[config.mk]
export PLATFORM = sky130hd
export DESIGN_NAME = boot_elect_top
export DESIGN_NICKNAME = d
export VERILOG_FILES = /design/src/rtl/boot_elect_pkg.sv /design/src/rtl/boot_elect_ctrl.sv /design/src/rtl/boot_elect_dp.sv /design/src/rtl/boot_elect_top.sv
export SDC_FILE = /design/constraint.sdc
export NUM_CORES = 1
export LEC_CHECK = 0
export ABC_CLOCK_PERIOD_IN_PS = 1800
export BUFFER_PORTS_ARGS = -buffer_cell sky130_fd_sc_hd__buf_2
export CAP_MARGIN = 20
export CORE_ASPECT_RATIO = 0.7
export CORE_MARGIN = 10
export CORE_UTILIZATION = 39
export DETAILED_ROUTE_END_ITERATION = 16
export PLACE_DENSITY = 0.75
export SLEW_MARGIN = 0
export SYNTH_ARGS = -nofsm -noshare
export SYNTH_HDL_FRONTEND = slang
export SYNTH_SLANG_ARGS = --single-unit
[constraint.sdc]
create_clock -name clk -period 1.8 [get_ports clk]
set_input_delay 0.09 -clock clk [delete_from_list [all_inputs] [get_ports clk]]
set_output_delay 0.09 -clock clk [all_outputs]
set_load 0.02 [all_outputs]
[src/rtl/boot_elect_pkg.sv]
package boot_elect_pkg;

  typedef enum logic [1:0] {
    MSG_NONE  = 2'b00,
    MSG_ELECT = 2'b01,
    MSG_FINAL = 2'b10,
    MSG_START = 2'b11
  } msgKind_t;

  // control -> datapath strobes
  typedef struct packed {
    logic txElect;
    logic txFinal;
    logic setBoot;
    logic setApp;
    logic clrWait;
    logic fetchReset;
    logic fetchStart;
  } ctlStrobe_t;

  // datapath -> control decoded receive events
  typedef struct packed {
    logic ownElect;
    logic otherElect;
    logic gotFinal;
    logic gotStart;
  } rxEvent_t;

endpackage

[src/rtl/boot_elect_ctrl.sv]
module boot_elect_ctrl
  import boot_elect_pkg::*;
(
  input  logic       clk,
  input  logic       rstN,
  input  logic       selfTestDone,
  input  logic       txGrant,
  input  rxEvent_t   rxEv,
  output ctlStrobe_t strb
);

  typedef enum logic [2:0] {
    ST_IDLE, ST_ARM, ST_SENT, ST_CLAIM, ST_FINAL, ST_BOOTWAIT, ST_APWAIT, ST_RUN
  } state_t;

  state_t state, stateNext;

  always_comb begin
    stateNext = state;
    strb      = '0;
    strb.txElect = (state == ST_ARM);
    strb.txFinal = (state == ST_FINAL);
    unique case (state)
      ST_IDLE: begin
        if (rxEv.otherElect) begin
          stateNext   = ST_APWAIT;
          strb.setApp = 1'b1;
        end else if (selfTestDone) begin
          stateNext = ST_ARM;
        end
      end
      ST_ARM: begin
        if (rxEv.otherElect) begin
          stateNext    = ST_APWAIT;
          strb.setApp  = 1'b1;
        end else if (txGrant) begin
          stateNext = ST_SENT;
        end
      end
      ST_SENT: begin
        if (rxEv.ownElect) begin
          stateNext    = ST_CLAIM;
          strb.setBoot = 1'b1;
        end else if (rxEv.otherElect) begin
          stateNext   = ST_APWAIT;
          strb.setApp = 1'b1;
        end
      end
      ST_CLAIM:    stateNext = ST_FINAL;
      ST_FINAL:    if (txGrant) stateNext = ST_BOOTWAIT;
      ST_BOOTWAIT: begin
        if (rxEv.gotFinal) begin
          stateNext       = ST_RUN;
          strb.fetchReset = 1'b1;
        end
      end
      ST_APWAIT: begin
        if (rxEv.gotStart) begin
          stateNext       = ST_RUN;
          strb.fetchStart = 1'b1;
          strb.clrWait    = 1'b1;
        end
      end
      ST_RUN:  stateNext = ST_RUN;
      default: stateNext = ST_IDLE;
    endcase
  end

  always_ff @(posedge clk) begin
    if (!rstN) state <= ST_IDLE;
    else       state <= stateNext;
  end

  // an ungranted, uncontested election request is held
  p_elect_hold_r2: assert property (@(posedge clk) disable iff (!rstN)
    (strb.txElect && !txGrant && !rxEv.otherElect) |=> strb.txElect);

  // a foreign election during the race withdraws our request
  p_ap_cancel_r4: assert property (@(posedge clk) disable iff (!rstN)
    ((state == ST_ARM || state == ST_SENT) && rxEv.otherElect && !rxEv.ownElect)
      |=> (!strb.txElect && state == ST_APWAIT));

  // the final request is offered only once
  p_final_once_r5: assert property (@(posedge clk) disable iff (!rstN)
    (strb.txFinal && txGrant) |=> !strb.txFinal);

  // own echo after becoming AP never claims boot
  p_no_late_claim_r10: assert property (@(posedge clk) disable iff (!rstN)
    (state == ST_APWAIT) |-> !strb.setBoot);

endmodule

[src/rtl/boot_elect_dp.sv]
module boot_elect_dp
  import boot_elect_pkg::*;
#(
  parameter int          ID_W        = 4,
  parameter int          VEC_W       = 8,
  parameter int          ADDR_W      = 32,
  parameter logic [31:0] RESET_VEC   = 32'hFFFF_FFF0,
  parameter int          START_SHIFT = 12
) (
  input  logic              clk,
  input  logic              rstN,
  input  logic [ID_W-1:0]   myId,
  input  logic              rxValid,
  input  logic [1:0]        rxKind,
  input  logic [ID_W-1:0]   rxSender,
  input  logic [VEC_W-1:0]  rxVector,
  input  logic              txGrant,
  input  ctlStrobe_t        strb,
  output rxEvent_t          rxEv,
  output logic              txValid,
  output logic [1:0]        txKind,
  output logic [ID_W-1:0]   txSender,
  output logic              isBoot,
  output logic              isApp,
  output logic              apWaiting,
  output logic              fetchValid,
  output logic [ADDR_W-1:0] fetchAddr
);

  localparam logic [ADDR_W-1:0] RESET_ADDR = ADDR_W'(RESET_VEC);

  logic              senderIsMe;
  logic [ADDR_W-1:0] startAddr;
  logic              bootQ, appQ, waitQ, fetchQ;
  logic [ADDR_W-1:0] addrQ;

  assign senderIsMe = (rxSender == myId);
  assign startAddr  = ADDR_W'(rxVector) << START_SHIFT;

  always_comb begin
    rxEv.ownElect   = rxValid && (rxKind == MSG_ELECT) &&  senderIsMe;
    rxEv.otherElect = rxValid && (rxKind == MSG_ELECT) && !senderIsMe;
    rxEv.gotFinal   = rxValid && (rxKind == MSG_FINAL);
    rxEv.gotStart   = rxValid && (rxKind == MSG_START);
  end

  assign txValid  = strb.txElect | strb.txFinal;
  assign txKind   = strb.txFinal ? MSG_FINAL : (strb.txElect ? MSG_ELECT : MSG_NONE);
  assign txSender = myId;

  always_ff @(posedge clk) begin
    if (!rstN) begin
      bootQ  <= 1'b0;
      appQ   <= 1'b0;
      waitQ  <= 1'b0;
      fetchQ <= 1'b0;
      addrQ  <= '0;
    end else begin
      if (strb.setBoot) bootQ <= 1'b1;
      if (strb.setApp) begin
        appQ  <= 1'b1;
        waitQ <= 1'b1;
      end
      if (strb.clrWait) waitQ <= 1'b0;
      fetchQ <= strb.fetchReset | strb.fetchStart;
      if (strb.fetchReset)      addrQ <= RESET_ADDR;
      else if (strb.fetchStart) addrQ <= startAddr;
    end
  end

  assign isBoot     = bootQ;
  assign isApp      = appQ;
  assign apWaiting  = waitQ;
  assign fetchValid = fetchQ;
  assign fetchAddr  = addrQ;

  // roles exclusive and sticky
  p_role_excl_r9: assert property (@(posedge clk) disable iff (!rstN)
    !(isBoot && isApp));
  p_boot_sticky_r9: assert property (@(posedge clk) disable iff (!rstN)
    isBoot |=> isBoot);
  p_app_sticky_r9: assert property (@(posedge clk) disable iff (!rstN)
    isApp |=> isApp);

  // final request follows the flag by one cycle
  p_final_after_flag_r5: assert property (@(posedge clk) disable iff (!rstN)
    $rose(isBoot) |=> (txValid && txKind == MSG_FINAL));

  // fetch is a single-cycle pulse; boot fetch targets the reset vector
  p_fetch_pulse_r6: assert property (@(posedge clk) disable iff (!rstN)
    fetchValid |=> !fetchValid);
  p_boot_addr_r6: assert property (@(posedge clk) disable iff (!rstN)
    (fetchValid && isBoot) |-> (fetchAddr == RESET_ADDR));

  // startup fetch ends the wait
  p_start_clears_r8: assert property (@(posedge clk) disable iff (!rstN)
    (fetchValid && isApp) |-> !apWaiting);

endmodule

[src/rtl/boot_elect_top.sv]
module boot_elect_top
  import boot_elect_pkg::*;
#(
  parameter int          ID_W        = 4,
  parameter int          VEC_W       = 8,
  parameter int          ADDR_W      = 32,
  parameter logic [31:0] RESET_VEC   = 32'hFFFF_FFF0,
  parameter int          START_SHIFT = 12
) (
  input  logic              clk,
  input  logic              rstN,
  input  logic [ID_W-1:0]   myId,
  input  logic              selfTestDone,
  output logic              txValid,
  output logic [1:0]        txKind,
  output logic [ID_W-1:0]   txSender,
  input  logic              txGrant,
  input  logic              rxValid,
  input  logic [1:0]        rxKind,
  input  logic [ID_W-1:0]   rxSender,
  input  logic [VEC_W-1:0]  rxVector,
  output logic              isBoot,
  output logic              isApp,
  output logic              apWaiting,
  output logic              fetchValid,
  output logic [ADDR_W-1:0] fetchAddr
);

  ctlStrobe_t strb;
  rxEvent_t   rxEv;

  boot_elect_ctrl u_ctrl (
    .clk          (clk),
    .rstN         (rstN),
    .selfTestDone (selfTestDone),
    .txGrant      (txGrant),
    .rxEv         (rxEv),
    .strb         (strb)
  );

  boot_elect_dp #(
    .ID_W        (ID_W),
    .VEC_W       (VEC_W),
    .ADDR_W      (ADDR_W),
    .RESET_VEC   (RESET_VEC),
    .START_SHIFT (START_SHIFT)
  ) u_dp (
    .clk        (clk),
    .rstN       (rstN),
    .myId       (myId),
    .rxValid    (rxValid),
    .rxKind     (rxKind),
    .rxSender   (rxSender),
    .rxVector   (rxVector),
    .txGrant    (txGrant),
    .strb       (strb),
    .rxEv       (rxEv),
    .txValid    (txValid),
    .txKind     (txKind),
    .txSender   (txSender),
    .isBoot     (isBoot),
    .isApp      (isApp),
    .apWaiting  (apWaiting),
    .fetchValid (fetchValid),
    .fetchAddr  (fetchAddr)
  );

endmodule

# Yosys cells after proc, flatten, opt, wreduce, memory -nomap -nowiden
# Index checks and enable logic that the tools add are counted.
# Widths: inputs -> output; s select.
# totals
register_bits	35
in_bits	23
output_inout_bits	43
elab_cells	60
# classes
n_eq_ne	17
n_mux	23
n_bitwise	3
reduce_logical	11
# ops
cell	count
$mux 32	2
$mux 3	9
$pmux 3 s8	1
$eq 3x3->1 const B	4
$mux 1	9
$ne 3x3->1 const B	3
$eq 3x2->1 const B	2
$ne 2x2->1 const B	3
$reduce_and 6->1	1
$logic_and 1x1->1	5
$eq 2x2->1 const B	2
$eq 4x4->1	1
$reduce_or 2->1	2
$eq 3x1->1 const B	1
$logic_not 3->1	1
$eq 2x1->1 const B	1
$mux 2	1
$or 1x1->1	2
$pmux 1 s2	1
$reduce_bool 2->1	1
$logic_not 1->1	1
$not 1->1	1

# Depth between registers and ports, before layout
# logic_depth
depth_word	6
ltp_mapped	5
ltp_nobuf	5

# By module
# Synthesis repeated with hierarchy kept, for this count alone.
# unflattened
cells_unflattened	118
area_unflattened_um2	1163.6
# modules_own_cells
module	instances	cells_per_inst	area_per_inst_um2	seq_area_each_um2
boot_elect_dp	1	81	809.5	260.2
boot_elect_ctrl	1	37	354.1	60.1

# Worst setup path after synthesis
# Ideal clock, no wire load.
# synth_timing
path_kind	reg-to-reg
startpoint	reg u_ctrl.state[0]
endpoint	reg u_ctrl.state[2]
setup_time_ns	0.119
arrival_time_ns	1.311
required_ns	1.681
setup_slack_ns	0.370
stages_incl_launch_ff	4
period_less_slack_ns	1.430
path_cell_list	dfxtp_1 > mux2_2 > o41a_1 > o221a_1
# synth_via
elab_chain_len	3
elab_cells_between_ends	16
classes_between	eq/ne: 13; mux: 1; reduce/logical: 2
# synth_rtl
element	line	source
start: declaration	boot_elect_ctrl.sv:16	state_t state, stateNext;
start signal: assignment	boot_elect_ctrl.sv:71	else state <= stateNext;
$eq 3x2->1, or another cell as far along	boot_elect_ctrl.sv:23	unique case (state)
$ne 3x3->1 (no source line) or $ne 2x2->1 (tied branches)	--	
$reduce_and 6->1 (no source line)	--	
# Several ways; a longest one is shown, not always the timed one.
# A chain may end at the register's enable or synchronous reset.

# Worst setup path in the final report
# layout_timing
startpoint	reg u_ctrl.state[2]
endpoint	reg u_ctrl.state[1]
# The elaborated chain is that of the path after synthesis.

==> impl_metrics.toml <==
[worst_setup_path]
cp-end-kind = "flip-flop"
reg2reg_depth = 5
critical_path_buf_inv_count = 1
cp.required_ns = 1.98
cp-startpoint = "u_ctrl.state[2]$_SDFFE_PN0P_"
cpPeakStageDelay_ns = 0.53
critPathSlowestCell = "dfxtp_1"
rrSetupSlack_ns = 0.24
arrival_ns = 1.74
critPathKind = "reg -> reg"
r2r-start = "u_ctrl.state[2]$_SDFFE_PN0P_"
critPathMaxFanout = 12
reg2reg_to = "u_ctrl.state[1]$_SDFFE_PN0P_"
worstPathCellList = "inv_1 > a31oi_1 > a2bb2oi_1 > o41a_1 > mux2i_1"
path_delay_family = "compound AO/OA/AOI/OAI gates"
critPathLaunchType = "flip-flop"

[power_and_ir_drop]
combPwrFrac_pct = 36.9
pwr-share-seq_pct = 36.4
swShare_pct = 34.3
clkPwrFrac_pct = 26.7
p_leak_nw = 0.640
p_int_w = 0.000765
ir_drop_mv = 0.467
p_switching_w = 0.000399
p_per_area_nw_per_um2 = 964
total_power_w = 0.00116

[min_path]
min-delay-start = "rxVector[0]"
hold_path.class = "in -> reg"
hold_depth = 3
min_to = "u_dp.fetchAddr[12]$_SDFFE_PN0P_"

[placed_design]
io_buffers = 61
hpwlAfterDp_mm = 2.19
placed_cells = 192
postPlaceCellArea_um2 = 1150
place_congestion = 0.867

[sta]
rsz0062_at_grt = "no"
period_share_pct = 86.6
maxSlewViolCount = 0
setup_viol = 0
setup_tns_ns = 0
fmax_ghz = 0.641
holdWs_ns = 0.107
fin_skew_ns = 0.000556
hold_violations = 0
layout_min_cycle_time_ns = 1.56

[synth]
yosysWarnings = 0
syn_avg_cell_area_um2 = 7.99
synth_xor_area_share_pct = 3.45
synthDistinctLibCells = 32
synth_area_leaders = "dfxtp_1 (32%), buf_4 (21%), nand2_1 (8.1%), a31oi_1 (6.2%), xor2_1 (3.5%)"
synth_top_family_by_area = "buffers and inverters"
synth-simple-area-share_pct = 21.2
synth_mux_area_share_pct = 3.08
async_flop_share_pct = 0
synth_edf_count = 0
synth_ff_type = "dfxtp_1"
synth-compound-area-share_pct = 16.3
synth.largest_area_cell = "dfxtp_1"
ys_seq_area_share_pct = 31.6
synth_top_area_share_pct = 31.6
ys_ff_latch = 16
syn-cell-area_um2 = 1010
syn_inst = 127
synthAdderAreaFrac_pct = 0

[final_layout]
drive_gt1_share_pct = 42.6
fillers = 257
num_antenna_cells = 0
fin_area_um2 = 1210
synthToLayoutAreaGrowth_pct = 19.0
layout_common_cells = "buf_2 (61), nand2_1 (22), dfxtp_1 (16), a31oi_1 (10), nor2_1 (7)"
final_nets = 186
finalNonFillerCells = 196
final_common_cell = "buf_2"

[clock_tree]
htreeDepth = 1
numCtsBuffers = 3
clockBufferDepth = 2
cts_sinks = 16
cts-root-buf = "clkbuf_8"
post_cts_buffers = 0
clock_latency_ns = 0.24
ctsHoldBuffers = 0
ctsResizeCount = 0
cts.clk_slew.worst_paths_ns = 0.06
cts_tree = "done"

[die]
initial_core_util_pct = 41.0
rows = 15
die_area_um2 = 5070
die_y_um = 62.7
io_pins = 66
core_area_um2 = 2480
dieWidth_um = 81.0

[global_route]
grt_pass1_wl_mm = 3.97
antenna_found_initial = 0
grt_max_degree = 22
grt_pass1_vias = 865
grt.total_usage_pct = 9.56
overflow = 0

[detailed_routing]
drtIter0Drc = 42
detail_route.vias_per_cell = 4.65
first_pass_iters = 5
drcViolationCount = 0
vias = 912
drtAntennaViolNets = 0
wl_per_cell_um = 13.4
totalWireLength_mm = 2.63

[status]
status = "finished, final reports clean"

[run]
drv_cap = 0
-- power by group through the flow --
stage	logic (W)	registers, W	clock network (W)
final	0.000430	0.000424	0.000311
after global routing	0.000468	0.000432	0.000331
after CTS	0.000431	0.000424	0.000315
after detailed placement	0.000430	0.000432	0
after global placement	0.000421	0.000430	0
after floorplan	0.000337	0.000430	0
-- synthesized netlist by cell type, types with 2 or more instances --
cell      count
buf_4        28
nand2_1      22
dfxtp_1      16
a31oi_1      10
clkbuf_1      7
nor2_1        7
xor2_1        4
nand2b_1      3
a21oi_1       2
and3_1        2
inv_1         2
mux2i_1       2
nand3_1       2
o22ai_1       2
-- worst max-delay path by stage --
stage                                               to  slack (ns)  cells after the start
after floorplan           u_ctrl.state[2]$_SDFFE_PN0P_        0.37                      3
after global routing      u_ctrl.state[1]$_SDFFE_PN0P_        0.11                      5
after CTS                 u_ctrl.state[1]$_SDFFE_PN0P_        0.25                      5
final                     u_ctrl.state[1]$_SDFFE_PN0P_        0.24                      5
after global placement    u_ctrl.state[2]$_SDFFE_PN0P_        0.20                      6
after detailed placement  u_ctrl.state[2]$_SDFFE_PN0P_        0.16                      6
-- stage by stage --
step           util, %  setup slack [ns]
2_1_floorplan        -             0.370
3_3_place_gp      46.5             0.200
3_5_place_dp      46.5             0.161
4_1_cts           48.7             0.247
5_1_grt           48.7             0.108
6_report          48.7             0.241
-- metal layers --
metal | track usage (%) | part of all wire [%] | vias up
met2 | 15.8 | 48 | 43
li1 | - | - | 471
met1 | 10.2 | 40 | 396
met3 | 5.32 | 11 | 2
met5 | 0 | 0 | -
met4 | 2.59 | 0.53 | 0
-- cell families (layout without fill, tap and decap cells) --
logic type      count (synthesis)  count (layout)
simple gates                   43              43
buf+inv                        37              69
compound gates                 23              23
flops                          16              16
xor+xnor                        4               4
mux                             3               3
other cells                     1               4
-- worst reg2reg max path, cell delays in order, from the launching register on --
cell and delay [ns]:
dfxtp_1 0.53, inv_1 0.16, a31oi_1 0.19, a2bb2oi_1 0.17
o41a_1 0.25, mux2i_1 0.20
-- flip-flops by register name, summed over array words and instances, names as in the netlist --
register	cells
u_dp.isBoot	1
u_dp.apWaiting	1
u_dp.fetchAddr	9
u_dp.isApp	1
u_ctrl.state	3
u_dp.fetchValid	1
-- area by class of cell --
class / count / area [um^2] / share of cell area, %
clock buffers: 4 / 55.1 / 4.56
inverters: 2 / 7.51 / 0.622
multi-input cells: 77 / 462 / 38.2
flip-flops and latches: 16 / 320 / 26.5
well taps: 34 / 42.5 / 3.52
repair buffers: 63 / 320 / 26.5
No activity file was read; power rests on OpenSTA's default activity.
